<file path="src/rtl/lin_split_pkg.sv">
`timescale 1ns/1ps
package lin_split_pkg;

    localparam int ADDR_W      = 64;
    localparam int DEF_LIN_W   = 48;
    localparam int DEF_PG_BITS = 12;
    localparam int DEF_MAX_LEN = 64;

    typedef enum logic [2:0] {
        FLT_NONE    = 3'd0,
        FLT_CANON_A = 3'd1,
        FLT_SEP_A   = 3'd2,
        FLT_ALIGN   = 3'd3,
        FLT_CANON_B = 3'd4,
        FLT_SEP_B   = 3'd5
    } fault_e;

    typedef struct packed {
        logic canon_bad;
        logic sep_bad;
    } chk_res_t;

    // True when every bit from lin_w-1 up to the top matches.
    function automatic logic addr_is_canon(input logic [ADDR_W-1:0] a, input int lin_w);
        logic [ADDR_W-1:0] ext;
        ext = ADDR_W'($signed(a) >>> (lin_w - 1));
        return (ext == '0) || (ext == '1);
    endfunction

    // Upper half belongs to supervisor, lower half to user.
    function automatic logic half_violation(input logic [ADDR_W-1:0] a, input logic user);
        return a[ADDR_W-1] == user;
    endfunction

endpackage

</file>
<file path="src/rtl/lin_addr_check.sv">
`timescale 1ns/1ps
module lin_addr_check
    import lin_split_pkg::*;
#(
    parameter int LIN_W = DEF_LIN_W
) (
    input  logic [ADDR_W-1:0] addr,
    input  logic              user,
    input  logic              sep_on,
    output chk_res_t          res
);
    always_comb begin
        res.canon_bad = !addr_is_canon(addr, LIN_W);
        res.sep_bad   = sep_on && half_violation(addr, user);
    end
endmodule

</file>
<file path="src/rtl/lin_page_split.sv">
`timescale 1ns/1ps
module lin_page_split
    import lin_split_pkg::*;
#(
    parameter int PG_BITS = DEF_PG_BITS,
    parameter int LEN_W   = 7,
    parameter int OFF_W   = 6
) (
    input  logic [ADDR_W-1:0] addr,
    input  logic [LEN_W-1:0]  len,
    input  logic              mode64,
    input  logic              big_endian,
    output logic              crosses,
    output logic [ADDR_W-1:0] addr_b_raw,
    output logic [ADDR_W-1:0] addr_b,
    output logic [LEN_W-1:0]  len_a,
    output logic [LEN_W-1:0]  len_b,
    output logic [OFF_W-1:0]  off_a,
    output logic [OFF_W-1:0]  off_b
);
    localparam logic [PG_BITS:0] PAGE_SIZE = (PG_BITS+1)'(1) << PG_BITS;

    logic [PG_BITS-1:0] pg_off;
    logic [PG_BITS:0]   end_pos;
    logic [PG_BITS:0]   room;

    always_comb begin
        pg_off  = addr[PG_BITS-1:0];
        end_pos = {1'b0, pg_off} + (PG_BITS+1)'(len);
        room    = PAGE_SIZE - {1'b0, pg_off};
        crosses = end_pos > PAGE_SIZE;

        len_a = crosses ? room[LEN_W-1:0] : len;
        len_b = crosses ? (len - len_a) : '0;

        addr_b_raw = addr + ADDR_W'(len_a);
        if (!crosses)
            addr_b = '0;
        else if (mode64)
            addr_b = addr_b_raw;
        else
            addr_b = {32'b0, addr_b_raw[31:0]};

        off_a = (crosses && big_endian)  ? len_b[OFF_W-1:0] : '0;
        off_b = (crosses && !big_endian) ? len_a[OFF_W-1:0] : '0;
    end
endmodule

</file>
<file path="src/rtl/lin_fault_sel.sv">
`timescale 1ns/1ps
module lin_fault_sel
    import lin_split_pkg::*;
(
    input  chk_res_t chk_a,
    input  chk_res_t chk_b,
    input  logic     align_hit,
    input  logic     second_on,
    output fault_e   fault
);
    always_comb begin
        if (chk_a.canon_bad)
            fault = FLT_CANON_A;
        else if (chk_a.sep_bad)
            fault = FLT_SEP_A;
        else if (align_hit)
            fault = FLT_ALIGN;
        else if (second_on && chk_b.canon_bad)
            fault = FLT_CANON_B;
        else if (second_on && chk_b.sep_bad)
            fault = FLT_SEP_B;
        else
            fault = FLT_NONE;
    end
endmodule

</file>
<file path="src/rtl/lin_split_unit.sv">
`timescale 1ns/1ps
module lin_split_unit
    import lin_split_pkg::*;
#(
    parameter int LIN_W   = DEF_LIN_W,
    parameter int PG_BITS = DEF_PG_BITS,
    parameter int MAX_LEN = DEF_MAX_LEN,
    localparam int LEN_W  = $clog2(MAX_LEN + 1),
    localparam int OFF_W  = $clog2(MAX_LEN)
) (
    input  logic              clk,
    input  logic              rst,
    input  logic              req_valid,
    input  logic [ADDR_W-1:0] req_addr,
    input  logic [LEN_W-1:0]  req_len,
    input  logic [1:0]        req_cpl,
    input  logic              req_write,
    input  logic [PG_BITS-1:0] req_align_mask,
    input  logic              req_mode64,
    input  logic              req_sep_en,
    input  logic              req_ac_en,
    input  logic              req_big_endian,
    output logic              rsp_valid,
    output logic [1:0]        rsp_pages,
    output logic [ADDR_W-1:0] rsp_addr0,
    output logic [ADDR_W-1:0] rsp_addr1,
    output logic [LEN_W-1:0]  rsp_len0,
    output logic [LEN_W-1:0]  rsp_len1,
    output logic [OFF_W-1:0]  rsp_off0,
    output logic [OFF_W-1:0]  rsp_off1,
    output logic [2:0]        rsp_fault,
    output logic              rsp_write
);
    logic              is_user;
    logic              sep_on;
    logic              align_hit;
    logic              crosses;
    logic [ADDR_W-1:0] addr_b_raw;
    logic [ADDR_W-1:0] addr_b;
    logic [LEN_W-1:0]  len_a, len_b;
    logic [OFF_W-1:0]  off_a, off_b;
    fault_e            fault;
    chk_res_t          chk [2];
    logic [ADDR_W-1:0] chk_addr [2];

    always_comb begin
        is_user     = (req_cpl == 2'd3);
        sep_on      = req_mode64 && req_sep_en;
        align_hit   = req_ac_en && is_user && |(req_addr[PG_BITS-1:0] & req_align_mask);
        chk_addr[0] = req_addr;
        chk_addr[1] = addr_b_raw;
    end

    lin_page_split #(
        .PG_BITS (PG_BITS),
        .LEN_W   (LEN_W),
        .OFF_W   (OFF_W)
    ) split_i (
        .addr       (req_addr),
        .len        (req_len),
        .mode64     (req_mode64),
        .big_endian (req_big_endian),
        .crosses    (crosses),
        .addr_b_raw (addr_b_raw),
        .addr_b     (addr_b),
        .len_a      (len_a),
        .len_b      (len_b),
        .off_a      (off_a),
        .off_b      (off_b)
    );

    for (genvar gi = 0; gi < 2; gi++) begin : g_chk
        lin_addr_check #(.LIN_W(LIN_W)) chk_i (
            .addr   (chk_addr[gi]),
            .user   (is_user),
            .sep_on (sep_on),
            .res    (chk[gi])
        );
    end

    lin_fault_sel fsel_i (
        .chk_a     (chk[0]),
        .chk_b     (chk[1]),
        .align_hit (align_hit),
        .second_on (crosses && req_mode64),
        .fault     (fault)
    );

    always_ff @(posedge clk) begin
        if (rst) begin
            rsp_valid <= 1'b0;
            rsp_pages <= '0;
            rsp_addr0 <= '0;
            rsp_addr1 <= '0;
            rsp_len0  <= '0;
            rsp_len1  <= '0;
            rsp_off0  <= '0;
            rsp_off1  <= '0;
            rsp_fault <= FLT_NONE;
            rsp_write <= 1'b0;
        end else begin
            rsp_valid <= req_valid;
            if (req_valid) begin
                rsp_write <= req_write;
                rsp_fault <= fault;
                if (fault != FLT_NONE) begin
                    rsp_pages <= '0;
                    rsp_addr0 <= '0;
                    rsp_addr1 <= '0;
                    rsp_len0  <= '0;
                    rsp_len1  <= '0;
                    rsp_off0  <= '0;
                    rsp_off1  <= '0;
                end else begin
                    rsp_pages <= crosses ? 2'd2 : 2'd1;
                    rsp_addr0 <= req_addr;
                    rsp_addr1 <= addr_b;
                    rsp_len0  <= len_a;
                    rsp_len1  <= len_b;
                    rsp_off0  <= off_a;
                    rsp_off1  <= off_b;
                end
            end
        end
    end
endmodule

</file>
<file path="config.mk">
export PLATFORM = sky130hd
export DESIGN_NAME = lin_split_unit
export DESIGN_NICKNAME = d
export VERILOG_FILES = /design/src/rtl/lin_split_pkg.sv /design/src/rtl/lin_addr_check.sv /design/src/rtl/lin_page_split.sv /design/src/rtl/lin_fault_sel.sv /design/src/rtl/lin_split_unit.sv
export SDC_FILE = /design/constraint.sdc
export NUM_CORES = 1
export LEC_CHECK = 0
export BUFFER_PORTS_ARGS = -buffer_cell sky130_fd_sc_hd__buf_2
export CAP_MARGIN = 20
export CELL_PAD_IN_SITES_DETAIL_PLACEMENT = 1
export CELL_PAD_IN_SITES_GLOBAL_PLACEMENT = 1
export CORE_MARGIN = 8
export CORE_UTILIZATION = 34
export CTS_CLUSTER_SIZE = 24
export DETAILED_ROUTE_END_ITERATION = 16
export GPL_ROUTABILITY_DRIVEN = 0
export PLACE_DENSITY = 0.75
export SYNTH_ARGS = -nofsm -noshare
export SYNTH_HDL_FRONTEND = slang
export SYNTH_SLANG_ARGS = --single-unit
export TNS_END_PERCENT = 1
</file>
<file path="constraint.sdc">
create_clock -name clk -period 7.8 [get_ports clk]
set_clock_uncertainty 0.1 [all_clocks]
set_input_delay 2.34 -clock clk [delete_from_list [all_inputs] [get_ports clk]]
set_output_delay 2.34 -clock clk [all_outputs]
set_load 0.1 [all_outputs]
</file>
# Yosys cells after proc, flatten, opt, wreduce, memory -nomap -nowiden
# Cells that the tools add are included.
[word_totals]
ff_bits = 161
inputBits = 93
out_inout_bits = 161
[classes]
add_sub_neg = 4
order_cmp = 1
eq_ne = 5
muxes = 19
bitwise = 1
reduce_logical = 18
[op_table]
columns = ["operator", "count"]
rows = [
  ["64-bit 2-to-1 mux", 4],
  ["64-bit equality test (second input constant)", 2],
  ["64-bit logical NOT", 2],
  ["64-bit by 7-bit adder with 64-bit output", 1],
  ["7-bit 2-to-1 mux", 4],
  ["6-bit 2-to-1 mux", 4],
  ["3-bit 2-to-1 mux", 5],
  ["12-bit by 7-bit adder with 13-bit output", 1],
  ["13-bit > comparator (second input constant)", 1],
  ["12-bit AND", 1],
  ["12-bit OR reduction", 1],
  ["1-bit logical AND", 10],
  ["1-bit by 7-bit subtractor with 7-bit output (first input constant)", 1],
  ["7-bit subtractor", 1],
  ["2-bit 2-to-1 mux", 2],
  ["3-bit nonzero test", 1],
  ["1-bit equality test", 2],
  ["2-bit equality test (second input constant)", 1],
  ["1-bit logical NOT", 2],
  ["1-bit logical OR", 2],
]

# Depth between registers and ports, before layout
[logic_depth]
depth_word = 14
ltp_mapped = 26
ltp_nobuf = 23

# Cells and area by module
# Synthesis repeated with hierarchy kept, for this count alone.
[hier_totals]
hier_cells = 1169
area_unflattened_um2 = 9332.7
[modules_own_cells]
columns = ["mod", "instances", "cells_per_inst", "area_per_inst_um2", "seq_area_each_um2"]
rows = [
  ["lin_split_unit", 1, 703, 6024.5, 3223.1],
  ["lin_page_split", 1, 431, 3076.7, 0.0],
  ["lin_addr_check", 2, 14, 93.8, 0.0],
  ["lin_fault_sel", 1, 7, 43.8, 0.0],
]

# Least setup slack after synthesis
# No wires, ideal clock.
[synth_path]
path_type = "input-to-reg"
start = "in req_addr[1]"
end = "reg rsp_addr1[44]"
setup_ps = 84
arrival_time_ps = 7967
slack_ps = -352
path_stages = 25
path_buffers = 4
cell_sequence = "ha_1 > a21o_1 > a211o_1 > a21oi_1 > mux2i_1 > a311oi_1 > nor4_1 > or2_2 > clkbuf_1 > mux2i_1 > inv_1 > ha_1 > nand2_1 > a2111oi_2 > nand4_1 > buf_2 > or3_4 > a221oi_2 > nand4_1 > nor3_2 > nor2_1 > a21o_1 > buf_6 > buf_6 > o31ai_2"
[synth_via]
elab_chain_len = 14
elab_cells_between_ends = 26
cone_classes = "add/sub: 3; order compare: 1; eq/ne: 2; mux: 9; bitwise: 1; reduce/logical: 10"
[synth_lines]
columns = ["item", "line_no", "text"]
rows = [
  ["start: declaration", "lin_split_unit.sv:14", "input logic [ADDR_W-1:0] req_addr,"],
  ["12-bit by 7-bit adder with 13-bit output", "lin_page_split.sv:29", "end_pos = {1'b0, pg_off} + (PG_BITS+1)'(len);"],
  ["13-bit > comparator", "lin_page_split.sv:31", "crosses = end_pos > PAGE_SIZE;"],
  ["7-bit 2-to-1 mux", "lin_page_split.sv:33", "len_a = crosses ? room[LEN_W-1:0] : len;"],
  ["64-bit by 7-bit adder with 64-bit output", "lin_page_split.sv:36", "addr_b_raw = addr + ADDR_W'(len_a);"],
  ["64-bit equality test (tied with other cells)", "lin_split_pkg.sv:27", "return (ext == '0) || (ext == '1);"],
  ["1-bit logical OR or 1-bit logical AND (tied branches)", "lin_split_pkg.sv:27, lin_addr_check.sv:14", ""],
  ["1-bit logical NOT or 1-bit logical AND (tied branches)", "lin_addr_check.sv:13, lin_fault_sel.sv:20", ""],
  ["1-bit logical AND or 3-bit 2-to-1 mux (tied branches)", "lin_fault_sel.sv:18, lin_fault_sel.sv:20", ""],
  ["3-bit 2-to-1 mux", "lin_fault_sel.sv:18", "else if (second_on && chk_b.canon_bad)"],
  ["3-bit 2-to-1 mux", "lin_fault_sel.sv:16", "else if (align_hit)"],
  ["3-bit 2-to-1 mux", "lin_fault_sel.sv:14", "else if (chk_a.sep_bad)"],
  ["3-bit 2-to-1 mux", "lin_fault_sel.sv:12", "if (chk_a.canon_bad)"],
  ["3-bit nonzero test", "lin_split_unit.sv:106", "if (fault != FLT_NONE) begin"],
  ["64-bit 2-to-1 mux (*)", "lin_split_unit.sv:106", ""],
  ["end signal: assignment", "lin_split_unit.sv:117", "rsp_addr1 <= addr_b;"],
  ["end: declaration", "lin_split_unit.sv:26", "output logic [ADDR_W-1:0] rsp_addr1,"],
]
# Mark *: on every way between the ends. The rest lies on a longest branch, timed or not.
# A chain may end at the register's enable or synchronous reset.

# Final worst setup path
[layout_path]
start = "in req_addr[0]"
end = "reg rsp_addr0[57]"
[layout_via]
elab_chain_len = 14
elab_cells_between_ends = 24
cone_classes = "add/sub: 3; order compare: 1; eq/ne: 2; mux: 7; bitwise: 1; reduce/logical: 10"
[layout_lines]
columns = ["item", "line_no", "text"]
rows = [
  ["12-bit by 7-bit adder with 13-bit output", "lin_page_split.sv:29", ""],
  ["13-bit > comparator", "lin_page_split.sv:31", ""],
  ["7-bit 2-to-1 mux", "lin_page_split.sv:33", ""],
  ["64-bit by 7-bit adder with 64-bit output", "lin_page_split.sv:36", ""],
  ["64-bit equality test (tied with other cells)", "lin_split_pkg.sv:27", ""],
  ["1-bit logical OR or 1-bit logical AND (tied branches)", "lin_split_pkg.sv:27, lin_addr_check.sv:14", ""],
  ["1-bit logical NOT or 1-bit logical AND (tied branches)", "lin_addr_check.sv:13, lin_fault_sel.sv:20", ""],
  ["1-bit logical AND or 3-bit 2-to-1 mux (tied branches)", "lin_fault_sel.sv:18, lin_fault_sel.sv:20", ""],
  ["3-bit 2-to-1 mux", "lin_fault_sel.sv:18", ""],
  ["3-bit 2-to-1 mux (*)", "lin_fault_sel.sv:16", ""],
  ["3-bit 2-to-1 mux (*)", "lin_fault_sel.sv:14", ""],
  ["3-bit 2-to-1 mux (*)", "lin_fault_sel.sv:12", ""],
  ["3-bit nonzero test (*)", "lin_split_unit.sv:106", ""],
  ["64-bit 2-to-1 mux (*)", "lin_split_unit.sv:106", ""],
  ["end signal: assignment", "lin_split_unit.sv:116", "rsp_addr0 <= req_addr;"],
  ["end: declaration", "lin_split_unit.sv:25", "output logic [ADDR_W-1:0] rsp_addr0,"],
]
# Marked as above.

==> out/metrics.yaml <==
yosys:
  synth_edf_count: 0
  synth_most_common_cell: "dfxtp_1"
  yosys_warnings: 0
  yosys-mux-area-fraction_pct: 1.047
  synth_compound_area_share_pct: 21.02
  synth_top_area_share_pct: 41.49
  synth_top_family_by_area: "compound AO/OA/AOI/OAI gates"
  seq_area_frac_synth_pct: 41.49
  avgSynthCellArea_um2: 8.928
  ys.flop_type: "dfxtp_1"
  ys_top_cells_by_area: "dfxtp_1 (41%), a22o_1 (8.2%), nand2_1 (7.1%)"
  yosys.area_share.simple_pct: 20.52
  synth_async_sr_flop_share_pct: 0
  synth_top_area_cell: "dfxtp_1"
  synth_xor_area_share_pct: 7.555
  synth_nets: 987
  postSynthRegisterBits: 161
  synthDistinctLibCells: 61
  syn_inst: 870
  netlist_top_cells_count: "dfxtp_1 (161), nand2_1 (147), a22o_1 (73), xor2_1 (38), o21ai_0 (37)"
  syn_area_um2: 7767
  synth_fa_ha_area_share_pct: 4.156
power:
  p_per_area_nw_per_um2: 180.6
  switching_power_mw: 0.5357
  clkPwrFrac_pct: 45.8
  sw_frac_of_total_pct: 27.15
  vdd_drop_max_v: 0.0001259
  leakage_nw: 4.982
  finalPower_mw: 1.973
  p_int_mw: 1.437
  p_comb_share_pct: 12.5
  p_seq_share_pct: 41.7
worst_setup_path:
  slowest_delay_ns: 0.47
  endpoint: "rsp_addr0[57]$_SDFFE_PP0P_"
  r2r_cells: 2
  r2r-end: "rsp_fault[0]$_SDFFE_PP0P_"
  crit_slowest_cell: "or3b_2"
  ff2ff_setup_slack_ns: 7.03
  worst-path-max-fanout: 8
  crit_required_ns: 8.06
  startpoint: "req_addr[0]"
  arrival_ns: 7.91
  worst_r2r_startpoint: "rsp_fault[0]$_SDFFE_PP0P_"
  end_kind: "flip-flop"
  path_class: "in2reg"
  cp-start-kind: "input port"
floorplan:
  num_rows: 55
  die_w_um: 167.1
  floorplan.initialDensity_pct: 34.52
  die_area_um2: 27940
  die-height_um: 167.1
  core_um2: 22500
  pin_count: 254
global_route:
  antenna_found_initial: 0
  grt_overflow: 0
  grt_max_degree: 87
  grtUsageTotal_pct: 20.00
  grt_pass1_vias: 8000
  grt_pass1_wl_mm: 45.18
timing:
  slew_headroom_pct: 39.71
  worst_slew_pin_slew_ns: 0.9043
  fin_crit_ns: 7.657
  holdWs_ns: 0.3362
  setup_viol: 0
  final-max-slew-violation-count: 0
  period_share_pct: 98.16
  hold_viol_final: 0
  fmax_ghz: 0.1306
placement:
  io_buffers: 253
  place_area_um2: 9703
  hpwl_mm: 22.32
  dp.cells: 1420
cells_and_area:
  final_nets: 1296
  final_area_um2: 10930
  area_delta_synth_final_pct: 40.66
  drive_gt1_share_pct: 36.41
  stdcell_count: 1477
  finish.utilization_pct: 48.55
  n_antenna_cell: 0
cts:
  root_buffer: "clkbuf_16"
  cts_tree: "done"
  cts_buffers: 17
  htreeDepth: 4
  clk-insertion-delay-late_ns: 0.42
  clk_path_buf_depth: 2
  clock-sinks: 161
  path_clk_slew_ns: 0.07
job:
  drv_cap: 0
detailed_routing:
  avgRoutedWirePerCell_um: 20.81
  vias_per_cell: 5.401
  drt-total-wl_mm: 30.73
  ant_nets: 0
  vias: 7978
  drtIter0Drc: 612
  dr.pass1.iters: 4
  drcViolationCount: 0
status:
  status: "completed"
worst_hold_path:
  hp-class: "reg2reg"
## sequential cells by signal, summed over array words and instances (netlist names)
signal	count
rsp_write	1
rsp_addr0	64
rsp_pages	2
rsp_off0	6
rsp_fault	3
rsp_len1	7
rsp_len0	7
rsp_valid	1
rsp_off1	6
rsp_addr1	64
## final cells by class
cell class | count | area (µm²)
Clock buffer | 18 | 429.2
Clock inverter | 14 | 190.2
Fill cell | 2698 | 11580
Inverter | 28 | 105.1
Multi-Input combinational cell | 635 | 4498
Sequential cell | 161 | 3223
Tap cell | 285 | 356.6
Timing Repair Buffer | 336 | 2123
## per-stage QoR
stage | TNS [ns] | setup slack, ns
floorplan | 0 | 0.01427
global placement | -33.49 | -0.2632
detailed placement | -65.66 | -0.4839
CTS | 0 | 0.02516
global route | -7.412 | -0.1216
finish | 0 | 0.1435
## what timing repair did
item	CTS	global route
gates cloned	0	7
setup buffers	1	17
gates resized for setup	1	56
pin swaps	1	30
hold buffers	0	0
endpoints found under the setup margin	103	156
## how the worst min path moves through the flow
stage | from | endpoint | slack (ns) | depth (start not counted)
after floorplan | rsp_fault[2]$_SDFFE_PP0P_ | rsp_fault[2]$_SDFFE_PP0P_ | 0.77 | 2
after global placement | rsp_fault[2]$_SDFFE_PP0P_ | rsp_fault[2]$_SDFFE_PP0P_ | 0.32 | 2
after detailed placement | rsp_addr1[47]$_SDFFE_PP0P_ | rsp_addr1[47]$_SDFFE_PP0P_ | 0.33 | 2
after CTS | rsp_addr1[47]$_SDFFE_PP0P_ | rsp_addr1[47]$_SDFFE_PP0P_ | 0.34 | 2
after global routing | rsp_addr1[47]$_SDFFE_PP0P_ | rsp_addr1[47]$_SDFFE_PP0P_ | 0.35 | 2
final | rsp_addr1[47]$_SDFFE_PP0P_ | rsp_addr1[47]$_SDFFE_PP0P_ | 0.34 | 2
## worst max-delay path, delay by kind of cell
family | cells | cell delay (ns)
AO/OA/AOI/OAI | 10 | 1.79
AND/OR/NAND/NOR | 6 | 1.63
buffers and inverters | 6 | 0.93
adder cells (fa/ha/maj) | 3 | 0.84
multiplexers | 2 | 0.38
## routing by layer
layer	track usage, %	wire [µm]
met5	0	0
met4	5.163	499
met3	4.891	1590
met2	32.72	14650
met1	26.00	14000
## cells by family (layout without fill, tap and decap cells)
kind of cell,Yosys count,count (layout)
AOI/OAI and AO/OA,214,214
xor gates and xnor gates,67,67
adders and majority gates,24,24
buffers and inverters,74,396
DFF,161,161
muxes,8,8
and+or+nand+nor,322,322
## power groups by stage
stage | logic, mW | registers [mW] | clock network (mW)
6_report | 0.247 | 0.823 | 0.903
5_1_grt | 0.267 | 0.822 | 0.959
4_1_cts | 0.227 | 0.823 | 0.919
3_5_place_dp | 0.225 | 0.842 | 0
3_3_place_gp | 0.219 | 0.842 | 0
2_1_floorplan | 0.116 | 0.849 | 0
## layout by cell type (no fill, tap or decap), types with 7 or more instances in the layout
| cell | count |
|---|---|
| and4_1 | 10 |
| nor3_1 | 12 |
| nand3_1 | 31 |
| nand2_1 | 145 |
| o21ai_1 | 21 |
| o31ai_2 | 16 |
| buf_2 | 253 |
| ha_1 | 13 |
| buf_12 | 8 |
| xor2_1 | 38 |
| ha_4 | 7 |
| a22o_1 | 73 |
| nor2_1 | 28 |
| dfxtp_1 | 161 |
| xnor2_1 | 29 |
| o21ai_0 | 32 |
| inv_1 | 26 |
| o31ai_1 | 10 |
| a21o_1 | 8 |
| and3_1 | 13 |
| buf_4 | 65 |
| nand4_1 | 20 |
| or4_1 | 8 |
| a21oi_1 | 11 |
| nor4_1 | 8 |
| clkbuf_16 | 24 |
No activity file was read; power rests on OpenSTA's default activity.
